### src/rtl/alu8_pkg.sv
// Package: shared opcode encoding, flag mask positions and widths for the
// eight-bit ALU. Assumes the opcode field is four bits wide.
package alu8_pkg;

    localparam int DATA_W = 8;
    localparam int NIB_W  = DATA_W / 2;
    localparam int FLAG_N = 4;

    // Positions of each flag inside the update mask
    localparam int UPD_C  = 0;
    localparam int UPD_AC = 1;
    localparam int UPD_Z  = 2;
    localparam int UPD_OV = 3;

    typedef enum logic [3:0] {
        OP_ADD = 4'd0,
        OP_ADC = 4'd1,
        OP_SUB = 4'd2,
        OP_SBC = 4'd3,
        OP_DAA = 4'd4,
        OP_INC = 4'd5,
        OP_DEC = 4'd6,
        OP_AND = 4'd7,
        OP_OR  = 4'd8,
        OP_XOR = 4'd9,
        OP_CPL = 4'd10,
        OP_RL  = 4'd11,
        OP_RR  = 4'd12,
        OP_RLC = 4'd13,
        OP_RRC = 4'd14,
        OP_NOP = 4'd15
    } alu_op_e;

    typedef enum logic [1:0] {
        GRP_ARITH = 2'd0,
        GRP_DAA   = 2'd1,
        GRP_BITS  = 2'd2,
        GRP_NONE  = 2'd3
    } alu_grp_e;

endpackage

### src/rtl/alu8_addsub.sv
// Module: segmented adder shared by add and subtract. It splits the sum
// into a low nibble, the middle bits and the top bit, so that the carry out
// of bit NIB_W-1 and the carry into and out of the top bit come out as
// plain wires. Assumes the caller has already inverted B for subtraction
// and has chosen the carry-in.
module alu8_addsub #(
    parameter int W = 8
) (
    input  logic [W-1:0] a_i,
    input  logic [W-1:0] b_i,
    input  logic         cin_i,
    output logic [W-1:0] sum_o,
    output logic         c_o,
    output logic         ac_o,
    output logic         ov_o
);
    localparam int NW = W / 2;
    localparam int HW = W - NW - 1;

    logic [NW:0] lo_sum;
    logic [HW:0] mid_sum;
    logic [1:0]  top_sum;

    // Purpose: ripple the three segments and expose the segment carries
    always_comb begin
        lo_sum  = {1'b0, a_i[NW-1:0]} + {1'b0, b_i[NW-1:0]}
                + {{NW{1'b0}}, cin_i};
        mid_sum = {1'b0, a_i[W-2:NW]} + {1'b0, b_i[W-2:NW]}
                + {{HW{1'b0}}, lo_sum[NW]};
        top_sum = {1'b0, a_i[W-1]} + {1'b0, b_i[W-1]} + {1'b0, mid_sum[HW]};
    end

    // Purpose: assemble the sum and derive carry, half carry and overflow
    always_comb begin
        sum_o = {top_sum[0], mid_sum[HW-1:0], lo_sum[NW-1:0]};
        c_o   = top_sum[1];
        ac_o  = lo_sum[NW];
        ov_o  = top_sum[1] ^ mid_sum[HW];
    end

endmodule

### src/rtl/alu8_daa.sv
// Module: decimal adjust of an eight-bit packed BCD value in two steps.
// The low step adds six when the low digit is out of range or a half carry
// is pending. The high step adds 0x60 when the low step overflowed, the
// upper digit is out of range, or a carry is pending. Assumes the operand
// is the raw binary sum of two BCD bytes.
module alu8_daa
    import alu8_pkg::*;
(
    input  logic [DATA_W-1:0] a_i,
    input  logic              c_in,
    input  logic              ac_in,
    output logic [DATA_W-1:0] res_o,
    output logic              c_o
);
    localparam logic [NIB_W-1:0] DIGIT_MAX = NIB_W'(9);
    localparam logic [DATA_W:0]  LO_ADJ    = (DATA_W+1)'(6);
    localparam logic [DATA_W-1:0] HI_ADJ   = DATA_W'(8'h60);

    logic              lo_fix;
    logic              hi_fix;
    logic [DATA_W:0]   stage1;

    // Purpose: low digit correction
    always_comb begin
        lo_fix = (a_i[NIB_W-1:0] > DIGIT_MAX) || ac_in;
        stage1 = {1'b0, a_i} + (lo_fix ? LO_ADJ : '0);
    end

    // Purpose: high digit correction and new carry
    always_comb begin
        hi_fix = stage1[DATA_W] || (stage1[DATA_W-1:NIB_W] > DIGIT_MAX) || c_in;
        res_o  = stage1[DATA_W-1:0] + (hi_fix ? HI_ADJ : '0);
        c_o    = hi_fix;
    end

endmodule

### src/rtl/alu8_bitops.sv
// Module: the logic group, increment and decrement, and the four rotates.
// The carry output is meaningful only for the rotates through carry.
// Assumes op_i was already decoded into this group by the caller; other
// codes give zero.
module alu8_bitops
    import alu8_pkg::*;
(
    input  alu_op_e           op_i,
    input  logic [DATA_W-1:0] a_i,
    input  logic [DATA_W-1:0] b_i,
    input  logic              c_in,
    output logic [DATA_W-1:0] res_o,
    output logic              c_o
);
    localparam logic [DATA_W-1:0] ONE = DATA_W'(1);

    // Purpose: pick the bitwise, counting or rotate result
    always_comb begin
        res_o = '0;
        c_o   = 1'b0;
        case (op_i)
            OP_INC: res_o = a_i + ONE;
            OP_DEC: res_o = a_i - ONE;
            OP_AND: res_o = a_i & b_i;
            OP_OR:  res_o = a_i | b_i;
            OP_XOR: res_o = a_i ^ b_i;
            OP_CPL: res_o = ~a_i;
            OP_RL:  res_o = {a_i[DATA_W-2:0], a_i[DATA_W-1]};
            OP_RR:  res_o = {a_i[0], a_i[DATA_W-1:1]};
            OP_RLC: begin
                res_o = {a_i[DATA_W-2:0], c_in};
                c_o   = a_i[DATA_W-1];
            end
            OP_RRC: begin
                res_o = {c_in, a_i[DATA_W-1:1]};
                c_o   = a_i[0];
            end
            default: begin
                res_o = '0;
                c_o   = 1'b0;
            end
        endcase
    end

endmodule

### src/rtl/alu8_core.sv
// Module: top of the eight-bit ALU. It decodes the opcode into a unit group,
// operand form and flag mask, selects the unit result, forms the flags and
// registers everything once. Assumes c_in and ac_in are the live status
// register bits and that the caller loads only the flags named in upd_o.
module alu8_core
    import alu8_pkg::*;
(
    input  logic              clk,
    input  logic              rst_n,
    input  logic [3:0]        op_i,
    input  logic [DATA_W-1:0] a_i,
    input  logic [DATA_W-1:0] b_i,
    input  logic              c_in,
    input  logic              ac_in,
    output logic [DATA_W-1:0] result_o,
    output logic              c_o,
    output logic              ac_o,
    output logic              z_o,
    output logic              ov_o,
    output logic [FLAG_N-1:0] upd_o
);
    alu_op_e            op;
    alu_grp_e           grp;
    logic               inv_b;
    logic               carry_sel;
    logic [DATA_W-1:0]  b_eff;
    logic               cin_eff;
    logic [FLAG_N-1:0]  upd_n;

    logic [DATA_W-1:0]  as_sum;
    logic               as_c, as_ac, as_ov;
    logic [DATA_W-1:0]  daa_res;
    logic               daa_c;
    logic [DATA_W-1:0]  bit_res;
    logic               bit_c;

    logic [DATA_W-1:0]  res_n;
    logic               c_val;
    logic               c_n, ac_n, z_n, ov_n;

    assign op = alu_op_e'(op_i);

    // Purpose: decode group, operand inversion, carry source and flag mask
    always_comb begin
        grp       = GRP_NONE;
        inv_b     = 1'b0;
        carry_sel = 1'b0;
        upd_n     = '0;
        case (op)
            OP_ADD, OP_ADC, OP_SUB, OP_SBC: begin
                grp       = GRP_ARITH;
                inv_b     = (op == OP_SUB) || (op == OP_SBC);
                carry_sel = (op == OP_ADC) || (op == OP_SBC);
                upd_n     = '1;
            end
            OP_DAA: begin
                grp          = GRP_DAA;
                upd_n[UPD_C] = 1'b1;
            end
            OP_INC, OP_DEC, OP_AND, OP_OR, OP_XOR, OP_CPL: begin
                grp          = GRP_BITS;
                upd_n[UPD_Z] = 1'b1;
            end
            OP_RL, OP_RR: begin
                grp = GRP_BITS;
            end
            OP_RLC, OP_RRC: begin
                grp          = GRP_BITS;
                upd_n[UPD_C] = 1'b1;
            end
            default: begin
                grp = GRP_NONE;
            end
        endcase
    end

    // Purpose: operand B and carry-in for the shared adder
    always_comb begin
        b_eff   = inv_b ? ~b_i : b_i;
        if (carry_sel)
            cin_eff = c_in;
        else
            cin_eff = inv_b;
    end

    alu8_addsub #(.W(DATA_W)) u_addsub (
        .a_i   (a_i),
        .b_i   (b_eff),
        .cin_i (cin_eff),
        .sum_o (as_sum),
        .c_o   (as_c),
        .ac_o  (as_ac),
        .ov_o  (as_ov)
    );

    alu8_daa u_daa (
        .a_i   (a_i),
        .c_in  (c_in),
        .ac_in (ac_in),
        .res_o (daa_res),
        .c_o   (daa_c)
    );

    alu8_bitops u_bitops (
        .op_i  (op),
        .a_i   (a_i),
        .b_i   (b_i),
        .c_in  (c_in),
        .res_o (bit_res),
        .c_o   (bit_c)
    );

    // Purpose: select the unit result and its carry candidate
    always_comb begin
        case (grp)
            GRP_ARITH: begin res_n = as_sum;  c_val = as_c;  end
            GRP_DAA:   begin res_n = daa_res; c_val = daa_c; end
            GRP_BITS:  begin res_n = bit_res; c_val = bit_c; end
            default:   begin res_n = '0;      c_val = 1'b0;  end
        endcase
    end

    // Purpose: gate every flag with its mask bit
    always_comb begin
        c_n  = upd_n[UPD_C]  & c_val;
        ac_n = upd_n[UPD_AC] & as_ac;
        z_n  = upd_n[UPD_Z]  & (res_n == '0);
        ov_n = upd_n[UPD_OV] & as_ov;
    end

    // Purpose: single output register stage with synchronous reset
    always_ff @(posedge clk) begin
        if (!rst_n) begin
            result_o <= '0;
            c_o      <= 1'b0;
            ac_o     <= 1'b0;
            z_o      <= 1'b0;
            ov_o     <= 1'b0;
            upd_o    <= '0;
        end else begin
            result_o <= res_n;
            c_o      <= c_n;
            ac_o     <= ac_n;
            z_o      <= z_n;
            ov_o     <= ov_n;
            upd_o    <= upd_n;
        end
    end

    // Subtract carry equals "A not below B"
    assert_sub_no_borrow_R4: assert property (@(posedge clk) disable iff (!rst_n)
        (op_i == OP_SUB) |-> (c_n == (a_i >= b_i)));

    // Signed overflow of ADD seen from operand and result signs
    assert_add_overflow_R6: assert property (@(posedge clk) disable iff (!rst_n)
        (op_i == OP_ADD) |-> (ov_n == ((a_i[DATA_W-1] == b_i[DATA_W-1]) &&
                                       (res_n[DATA_W-1] != a_i[DATA_W-1]))));

    // A pending carry is never cleared by the decimal adjust
    assert_daa_keeps_carry_R8: assert property (@(posedge clk) disable iff (!rst_n)
        ((op_i == OP_DAA) && c_in) |-> c_n);

    // Logic, count and complement touch only Z
    assert_logic_z_only_R9: assert property (@(posedge clk) disable iff (!rst_n)
        ((op_i >= OP_INC) && (op_i <= OP_CPL)) |-> (upd_n == 4'b0100));

    // Plain rotates load no flag
    assert_rotate_no_flags_R10: assert property (@(posedge clk) disable iff (!rst_n)
        ((op_i == OP_RL) || (op_i == OP_RR)) |-> (upd_n == '0));

    // Rotate left through carry is a nine-bit rotate
    assert_rlc_nine_bit_R11: assert property (@(posedge clk) disable iff (!rst_n)
        (op_i == OP_RLC) |-> ({c_n, res_n} == {a_i, c_in}));

    // Registered outputs: a masked-off flag never reads 1
    assert_masked_flags_zero_R12: assert property (@(posedge clk) disable iff (!rst_n)
        ((c_o & ~upd_o[UPD_C]) | (ac_o & ~upd_o[UPD_AC]) |
         (z_o & ~upd_o[UPD_Z]) | (ov_o & ~upd_o[UPD_OV])) == 1'b0);

endmodule

### config.mk
export PLATFORM = sky130hd
export DESIGN_NAME = alu8_core
export DESIGN_NICKNAME = d
export VERILOG_FILES = /design/src/rtl/alu8_pkg.sv /design/src/rtl/alu8_addsub.sv /design/src/rtl/alu8_daa.sv /design/src/rtl/alu8_bitops.sv /design/src/rtl/alu8_core.sv
export SDC_FILE = /design/constraint.sdc
export NUM_CORES = 1
export LEC_CHECK = 0
export BUFFER_PORTS_ARGS = -buffer_cell sky130_fd_sc_hd__buf_2
export CAP_MARGIN = 5
export CORE_UTILIZATION = 58
export CTS_CLUSTER_SIZE = 24
export DETAILED_ROUTE_END_ITERATION = 10
export PLACE_DENSITY = 0.82
export SLEW_MARGIN = 5
export SYNTH_ARGS = -nofsm -noshare
export SYNTH_HDL_FRONTEND = slang
export SYNTH_SLANG_ARGS = --single-unit
### constraint.sdc
create_clock -name clk -period 5.82 [get_ports clk]
set_input_delay 1.164 -clock clk [delete_from_list [all_inputs] [get_ports clk]]
set_output_delay 1.164 -clock clk [all_outputs]
set_load 0.05 [all_outputs]
# --- Word level (Yosys, flattened, before mapping) ---
# Cells that the tools add are included.
totals:
  output_inout_bits: 16
  memories: 0
  word_cells: 70
  in_bits: 24
  register_bits: 16
  rom_bits: 0
  ram_bits: 0
  latchBits: 0
op_classes:
  n_reduce_logical: 12
  bitwise: 10
  n_eq_ne: 16
  add_sub_neg: 10
  n_div: 0
  n_lt_le_gt_ge: 2
  multipliers: 0
  n_mux: 14
  n_shift: 0
op_table:
  columns: ["op", "count"]
  rows:
  - ["case mux 8 bit (10 select lines)", 1]
  - ["== test 4 bit, second input constant", 7]
  - ["case mux 8 bit (3 select lines)", 1]
  - ["OR reduction 10 bit", 2]
  - ["== test 4 x 3 -> 1 bit, second input constant", 4]
  - ["inverter 8 bit", 2]
  - ["adder 8 x 9 -> 9 bit", 1]
  - ["adder 8 x 1 -> 8 bit, second input constant", 1]
  - ["adder 8 bit", 1]
  - ["AND 8 bit", 1]
  - ["== test 4 x 2 -> 1 bit, second input constant", 2]
  - ["greater-than comparator 4 bit, second input constant", 2]
  - ["logical NOT 8 bit", 1]
  - ["two-way mux 8 bit", 1]
  - ["bitwise OR 8 bit", 1]
  - ["subtractor 8 x 1 -> 8 bit, second input constant", 1]
  - ["XOR 8 bit", 1]
  - ["two-way mux 7 bit", 1]
  - ["OR reduction 7 bit", 1]
  - ["two-way mux 1 bit", 6]
  - ["case mux 2 bit (3 select lines)", 1]
  - ["adder 4 x 4 -> 5 bit", 1]
  - ["adder 5 x 1 -> 5 bit", 1]
  - ["logical OR 1 bit", 5]
  - ["other kinds (15)", 18]

# --- Depth between registers and ports, before layout ---
# Gate-level depths: netlist of the first run.
depth:
  word_depth: 12
  mapped_depth: 19
  depth_no_buf: 18

# --- Modules after synthesis ---
# Synthesis of the first run repeated with hierarchy kept, for this count alone.
hier_totals:
  cells_unflattened: 321
  hier_area_um2: 2572.5
by_module_without_submodules:
  columns: ["mod", "instances", "cells_per_inst", "seq_area_each_um2", "area_per_inst_um2"]
  rows:
  - ["alu8_bitops", 1, 153, 0.0, 1092.3]
  - ["alu8_core", 1, 103, 300.3, 920.9]
  - ["alu8_addsub", 1, 34, 0.0, 296.5]
  - ["alu8_daa", 1, 31, 0.0, 262.8]

# --- Worst setup path after synthesis of the first run ---
# No wires, ideal clock.
synth_path:
  path_kind: "in2reg"
  from: "input op_i[3]"
  to: "register z_o"
  path_buffers: 3
  cell_stages: 19
  required_time_ps: 5732
  t_arrival_ps: 5086
  setup_time_ps: 88
  path_slack_ps: 646
  path_cell_list: "buf_6 inv_1 buf_2 and2_1 buf_2 xnor2_1 fa_1 fa_1 a21o_1 a21o_1 fa_1 a21o_1 a21o_1 fa_1 a21oi_1 o32ai_1 a221oi_2 nand3_1 nor4_2"
synth_between:
  elab_chain_cells: 11
  word_cells_on_any_way: 39
  classes_between: "6 x add/sub; 16 x eq/ne; 8 x mux; 1 x bitwise; 8 x reduce/logical"
synth_rtl:
  columns: ["element", "line", "text"]
  rows:
  - ["start, declared", "alu8_core.sv:10", "input logic [3:0] op_i,"]
  - ["== test 4 x 2 -> 1 bit (tied with other cells)", "alu8_core.sv:49, alu8_core.sv:52", null]
  - ["OR reduction 4 bit / logical OR 1 bit (equally long branches)", null, null]
  - ["two-way mux 1 bit", "alu8_core.sv:49", "case (op)"]
  - ["two-way mux 8 bit", "alu8_core.sv:79", "b_eff = inv_b ? ~b_i : b_i;"]
  - ["adder 4 x 4 -> 5 bit", "alu8_addsub.sv:26", "lo_sum = {1'b0, a_i[NW-1:0]} + {1'b0, b_i[NW-1:0]}"]
  - ["adder 5 x 1 -> 5 bit", "alu8_addsub.sv:27", "+ {{NW{1'b0}}, cin_i};"]
  - ["adder 4 x 1 -> 4 bit", "alu8_addsub.sv:29", "+ {{HW{1'b0}}, lo_sum[NW]};"]
  - ["adder 2 x 1 -> 2 bit", "alu8_addsub.sv:30", "top_sum = {1'b0, a_i[W-1]} + {1'b0, b_i[W-1]} + {1'b0, mid_sum[HW]};"]
  - ["case mux 8 bit (3 select lines)", "alu8_core.sv:115", "case (grp)"]
  - ["logical NOT 8 bit", "alu8_core.sv:127", "z_n = upd_n[UPD_Z] & (res_n == '0);"]
  - ["AND 1 bit (*)", "alu8_core.sv:127", null]
  - ["end signal, assigned", "alu8_core.sv:144", "z_o <= z_n;"]
  - ["end, declared", "alu8_core.sv:18", "output logic z_o,"]
# Every way passes the cells marked *; elsewhere a longest branch is shown, timed or not.
# A chain may end at the register's enable or synchronous reset.

# --- Worst setup path after layout of the first run ---
layout_path:
  from: "input op_i[2]"
  to: "register z_o"
# Same word-level chain as after synthesis.

==> out/qor.csv, run 1 <==
stage,metric,value,unit
outcome,outcome,"complete, no violations",
grt,grt_pass1_vias,2120,
die,num_io_pins,40,
clock_tree,cts_buffers,3,
yosys,ys.flop_type,dfxtp_1,
timing,slew_headroom,56.01,%
placement,placed_cells,378,
power_and_ir_drop,p_seq_share,26.3,%
clock_tree,clock_path_buffers,2,
timing,worst_pin_slew,0.6574,ns
power_and_ir_drop,p_switching,184.3,µW
final_layout,layout-drive-gt1-share,18.37,%
power_and_ir_drop,pwr-share-comb,54.5,%
clock_tree,cts_root_buffer,clkbuf_8,
timing,rsz0062_at_grt,false,
timing,period_minus_slack,5.229,ns
die,start_util,61.15,%
power_and_ir_drop,p_clk_share,19.2,%
timing,report.final.slew_viol_count,0,
final_layout,layout_common_cells,"39 x buf_2, 30 x ha_1, 23 x inv_1, 19 x nor2_1, 17 x a21oi_1",
clock_tree,post_cts_resize_count,0,
placement,portBuffers,39,
yosys,synth_seq_cells,15,
routing,ant_nets,0,
yosys,syn_nets,365,
clock_tree,cts_tree,built,
yosys,avgSynthCellArea,8.131,µm²
setup_path,arrival,5.39,ns
clock_tree,holdBufCountCts,0,
routing,drt_iter0_markers,143,
final_layout,finalNetCount,395,
grt,grtUsageTotal,30.25,%
die,die-width,67.18,µm
routing,drc,0,
setup_path,critPathMaxStageDelay,0.46,ns
yosys,synth_cell_types,60,
clock_tree,post_cts_buffers,0,
timing,hold_slack,1.171,ns
placement,gp_congestion,0.9463,
setup_path,crit_path_end_kind,flop,
final_layout,n_antenna_cell,0,
min_path,holdPathStages,2,
setup_path,worstSetupStartpointType,primary input,
die,dieArea,4512,µm²
setup_path,critical_path_class,in -> reg,
die,rows,23,
min_path,hp-class,in -> reg,
grt,grt_max_degree,29,
clock_tree,clk_pin_slew_worst_paths,0.06,ns
die,die-height,67.18,µm
yosys,syn_inst,303,
final_layout,fin_area,2665,µm²
power_and_ir_drop,p_leak,0.001257,µW
grt,grt-ovfl-total,0,
routing,finalWirelength,6464,µm
yosys,ys_warn_count,0,
placement,placedInstanceArea,2619,µm²
power_and_ir_drop,max-vdd-ir-drop,73.66,µV
routing,via_count,2358,
power_and_ir_drop,switching_share,43.01,%
yosys,seq_area_frac_synth,12.19,%
routing,routed_via_density,6.173,
setup_path,crit_path_cell_trace,buf_2 -> nor2b_1 -> and2_1 -> xnor2_1 -> fa_1 -> fa_1 -> a21o_1 -> a21o_1 -> fa_1 -> a21o_1 -> a21o_1 -> fa_1 -> a21oi_1 -> o32ai_1 -> a221oi_2 -> nand3_1 -> nor4_2,
setup_path,crit_fanout,12,
final_layout,syn_to_final_growth,8.177,%
grt,grt_pass1_wl,10190,µm
timing,timing.fmax,191.2,MHz
timing,setup_violations,0,
yosys,synth_edf_count,0,
power_and_ir_drop,internal-power,244.1,µW
die,core_area,4029,µm²
setup_path,crit_slowest_cell,fa_1,
routing,dr.pass1.iters,4,
yosys,syn-cell-area,2464,µm²
placement,pre_cts_slack,0.3970,ns
grt,antenna_found_initial,0,
timing,final_hold_viol_count,0,
final_layout,final_cells,382,
placement,hpwlAfterDp,5156,µm
clock_tree,htreeDepth,1,
power_and_ir_drop,p_per_area,160.8,nW/µm²
yosys,synth-async-reset-ratio,0,%
job,drv_cap,0,
timing,period_share,89.84,%
final_layout,final_common_cell,buf_2,
setup_path,cp.required,5.99,ns
timing,worst_slack,0.5912,ns
timing,tns,0,ns
clock_tree,clock_sinks,15,
routing,wl_per_cell,16.92,µm
-- worst max-delay path, delay by kind of cell --
kind            cells  cell delay [ns]
buf+inv             1             0.17
fa+ha+maj           4             1.73
xor+xnor            1             0.10
simple gates        4             0.94
compound gates      7             1.28
-- flip-flops by register name (all words and copies together) (netlist names) --
name      count
z_o           1
upd_o         3
result_o      8
ov_o          1
ac_o          1
c_o           1
-- layer usage --
layer  track usage (%)  vias to the layer above  part of all wire (%)
met5                 0                        -                     0
met4             11.70                        0                   2.8
met3             3.885                       16                   7.8
met2             47.88                       99                    46
met1             41.34                     1092                    43
li1                  -                     1151                     -
-- power by group through the flow --
| stage | logic, µW | registers [µW] | clock network (µW) |
|---|---|---|---|
| 5_1_grt | 255 | 114 | 86.5 |
| 4_1_cts | 231 | 113 | 81.5 |
| 2_1_floorplan | 143 | 146 | 0 |
| 6_report | 233 | 113 | 82.4 |
| 3_5_place_dp | 230 | 115 | 0 |
| 3_3_place_gp | 224 | 115 | 0 |
-- kinds of logic after synthesis --
group,count (synthesis),share of synthesized area (%)
buf+inv,44,9.649
simple gates,100,22.91
flops,15,12.19
compound gates,77,22.55
fa+ha+maj,38,21.74
mux,8,3.504
xor+xnor,21,7.466
-- stage by stage --
step                      power, µW  utilization [%]
final                         428.4            66.15
after global routing          455.9            66.15
after CTS                     425.1            66.15
after detailed placement      344.6            65.00
after global placement        338.5            65.00
after floorplan               288.4                -
-- synth_stat cells, types with 3 or more instances --
library cell,number,share of area (%)
a21o_1,8,2.4
a21oi_1,17,3.5
a221oi_2,3,1.8
a22oi_1,5,1.5
a31oi_1,7,1.8
a32oi_1,5,1.8
and2_1,5,1.3
and4_1,3,1.1
buf_2,7,1.4
buf_4,5,1.5
buf_6,6,2.7
dfxtp_1,15,12
fa_1,8,6.5
ha_1,30,15
inv_1,23,3.5
mux2i_1,6,2.4
nand2_1,15,2.3
nand2b_1,5,1.3
nand3_1,12,2.4
nand4_1,3,0.76
nor2_1,19,2.9
nor2b_1,12,3.0
nor3_1,6,1.2
nor3b_1,5,1.5
o211ai_1,3,0.91
o21ai_0,8,1.6
or3_1,3,0.76
xnor2_1,15,5.3
xor2_1,6,2.1
-- worst paths after layout --
path	startpoint	end	slack [ns]
worst max-delay path	op_i[2]	z_o	0.59
worst min-delay path	rst_n	result_o[6]	1.17
-- cell type report --
type	count	area (µm²)
Clock inverter	1	5.005
Sequential cell	15	300.3
Fill cell	362	1364
Tap cell	50	62.56
Multi-Input combinational cell	244	1926
Inverter	24	90.09
Clock buffer	3	41.29
Timing Repair Buffer	45	240.2
No activity file was read; power rests on OpenSTA's default activity.
==> inputs of run 2 (changes only) <==
--- a/config.mk
+++ b/config.mk
@@ -7,10 +7,9 @@
 export LEC_CHECK = 0
 export BUFFER_PORTS_ARGS = -buffer_cell sky130_fd_sc_hd__buf_2
 export CAP_MARGIN = 5
-export CORE_UTILIZATION = 58
+export CORE_UTILIZATION = 40
 export CTS_CLUSTER_SIZE = 24
 export DETAILED_ROUTE_END_ITERATION = 10
-export PLACE_DENSITY = 0.82
 export SLEW_MARGIN = 5
 export SYNTH_ARGS = -nofsm -noshare
 export SYNTH_HDL_FRONTEND = slang
==> out/qor.csv, run 2 (synthesis gave the netlist of run 1 again) <==
stage,metric,value,unit,change
outcome,outcome,"complete, no violations",,unchanged
grt,grtUsageTotal,22.24,%,was 30.25%
job,drv_cap,0,,unchanged
grt,antenna_found_initial,0,,unchanged
power_and_ir_drop,p_clk_share,18.8,%,was 19.2%
timing,final_hold_viol_count,0,,unchanged
final_layout,post-route-util,45.52,%,was 66.15%
power_and_ir_drop,p_total,425.8,µW,was 428.4 µW
timing,report.final.slew_viol_count,0,,unchanged
clock_tree,cts_tree,built,,unchanged
final_layout,num-fill-cells,607,,was 362
setup_path,crit_path_end_kind,flop,,unchanged
timing,tns,0,ns,unchanged
setup_path,crit_fanout,38,,was 12
clock_tree,post_cts_resize_count,0,,unchanged
power_and_ir_drop,p_switching,181.0,µW,was 184.3 µW
placement,pre_cts_slack,0.3704,ns,was 0.3970 ns
final_layout,final_common_cell,buf_2,,unchanged
timing,worst_pin_slew,0.6564,ns,was 0.6574 ns
power_and_ir_drop,max-vdd-ir-drop,129.8,µV,was 73.66 µV
timing,setup_violations,0,,unchanged
power_and_ir_drop,p_seq_share,26.5,%,was 26.3%
final_layout,largestRegisters,"result_o x8, upd_o x3",,unchanged
die,die-width,80.48,µm,was 67.18 µm
final_layout,layout-drive-gt1-share,18.07,%,was 18.37%
timing,rsz0062_at_grt,false,,unchanged
clock_tree,clock_sinks,15,,unchanged
die,dieArea,6477,µm²,was 4512 µm²
routing,drc,0,,unchanged
power_and_ir_drop,internal-power,244.9,µW,was 244.1 µW
power_and_ir_drop,p_per_area,158.0,nW/µm²,was 160.8 nW/µm²
final_layout,regArea,300.3,µm²,unchanged
routing,ant_nets,0,,unchanged
clock_tree,clock_path_buffers,2,,unchanged
setup_path,arrival,5.39,ns,about the same
placement,gp_congestion,0.8881,,was 0.9463
timing,period_share,89.89,%,was 89.84%
die,start_util,41.61,%,was 61.15%
power_and_ir_drop,p_leak,0.001254,µW,was 0.001257 µW
routing,wl_per_cell,16.65,µm,was 16.92 µm
die,die-height,80.48,µm,was 67.18 µm
timing,period_minus_slack,5.232,ns,was 5.229 ns
final_layout,largest_reg_flops,8,,unchanged
timing,timing.fmax,191.1,MHz,was 191.2 MHz
die,num_io_pins,40,,unchanged
die,core_area,5921,µm²,was 4029 µm²
grt,grt_max_degree,39,,was 29
setup_path,critical_path_class,in -> reg,,unchanged
power_and_ir_drop,switching_share,42.50,%,was 43.01%
timing,slew_headroom,56.08,%,was 56.01%
clock_tree,clk_pin_slew_worst_paths,0.05,ns,was 0.06 ns
clock_tree,post_cts_buffers,0,,unchanged
grt,grt_pass1_wl,11060,µm,was 10190 µm
final_layout,top_register,result_o,,unchanged
power_and_ir_drop,pwr-share-comb,54.7,%,was 54.5%
clock_tree,cts_buffers,3,,unchanged
min_path,holdPathStages,2,,unchanged
final_layout,finalNetCount,395,,unchanged
placement,portBuffers,39,,unchanged
routing,routed_via_density,5.658,,was 6.173
clock_tree,holdBufCountCts,0,,unchanged
placement,placedInstanceArea,2650,µm²,was 2619 µm²
final_layout,syn_to_final_growth,9.395,%,was 8.177%
setup_path,worstSetupStartpointType,primary input,,unchanged
routing,via_count,2303,,was 2358
die,rows,28,,was 23
setup_path,cp.required,5.98,ns,was 5.99 ns
clock_tree,htreeDepth,1,,unchanged
final_layout,multiInputGateArea,1926,µm²,unchanged
routing,dr.pass1.iters,4,,unchanged
final_layout,fin_area,2695,µm²,was 2665 µm²
min_path,min-delay-start,rst_n,,unchanged
routing,drt_iter0_markers,209,,was 143
final_layout,n_antenna_cell,0,,unchanged
min_path,hold_end,result_o[6],,unchanged
placement,hpwlAfterDp,5346,µm,was 5156 µm
grt,grt-ovfl-total,0,,unchanged
routing,finalWirelength,6778,µm,was 6464 µm
final_layout,layout_common_cells,"39 x buf_2, 30 x ha_1, 23 x inv_1, 19 x nor2_1, 17 x a21oi_1",,unchanged
grt,grt_pass1_vias,2145,,was 2120
min_path,hp-class,in -> reg,,unchanged
timing,worst_slack,0.5881,ns,was 0.5912 ns
clock_tree,cts_root_buffer,clkbuf_8,,unchanged
[run 2: critical path: stages]
cell,delay (ns)
buf_2,0.09
buf_4,0.36
nor2_1,0.21
a21boi_0,0.18
fa_1,0.42
fa_1,0.41
a21o_1,0.17
a21o_1,0.19
fa_1,0.41
a21o_1,0.18
a21o_1,0.22
fa_1,0.46
a21oi_1,0.15
o32ai_1,0.12
a221oi_2,0.29
nand3_1,0.13
nor4_2,0.24
[run 2: worst max path at each step]
| stage | start | endpoint | slack (ns) |
|---|---|---|---|
| 2_1_floorplan | op_i[3] | z_o | 0.65 |
| 3_3_place_gp | op_i[2] | z_o | 0.50 |
| 3_5_place_dp | op_i[2] | z_o | 0.37 |
| 4_1_cts | op_i[2] | z_o | 0.62 |
| 5_1_grt | op_i[2] | z_o | 0.36 |
| 6_report | op_i[2] | z_o | 0.59 |
[run 2: routing by layer]
metal	vias to the layer above	GRT usage, %	part of all wire [%]
li1	1148	-	-
met1	1061	30.87	46
met2	90	36.69	46
met3	4	2.273	6.6
met4	0	4.821	0.90
met5	-	0	0
[run 2: power groups by stage]
stage,combinational (µW),clock [µW],sequential (µW)
2_1_floorplan,143,0,146
3_3_place_gp,229,0,115
3_5_place_dp,231,0,115
4_1_cts,232,83.7,113
5_1_grt,256,89.0,114
6_report,233,80.3,113
[run 2: layout make-up]
class | count | area share [%]
Multi-Input combinational cell | 244 | 71.45
Sequential cell | 15 | 11.14
Clock buffer | 4 | 1.671
Timing Repair Buffer | 45 | 8.914
Tap cell | 75 | 3.482
Inverter | 24 | 3.343
[run 2: through the flow]
step	hold slack, ns	cells
after floorplan	1.286	303
after global placement	1.429	403
after detailed placement	1.421	403
after CTS	1.166	407
after global routing	1.178	407
final	1.168	407
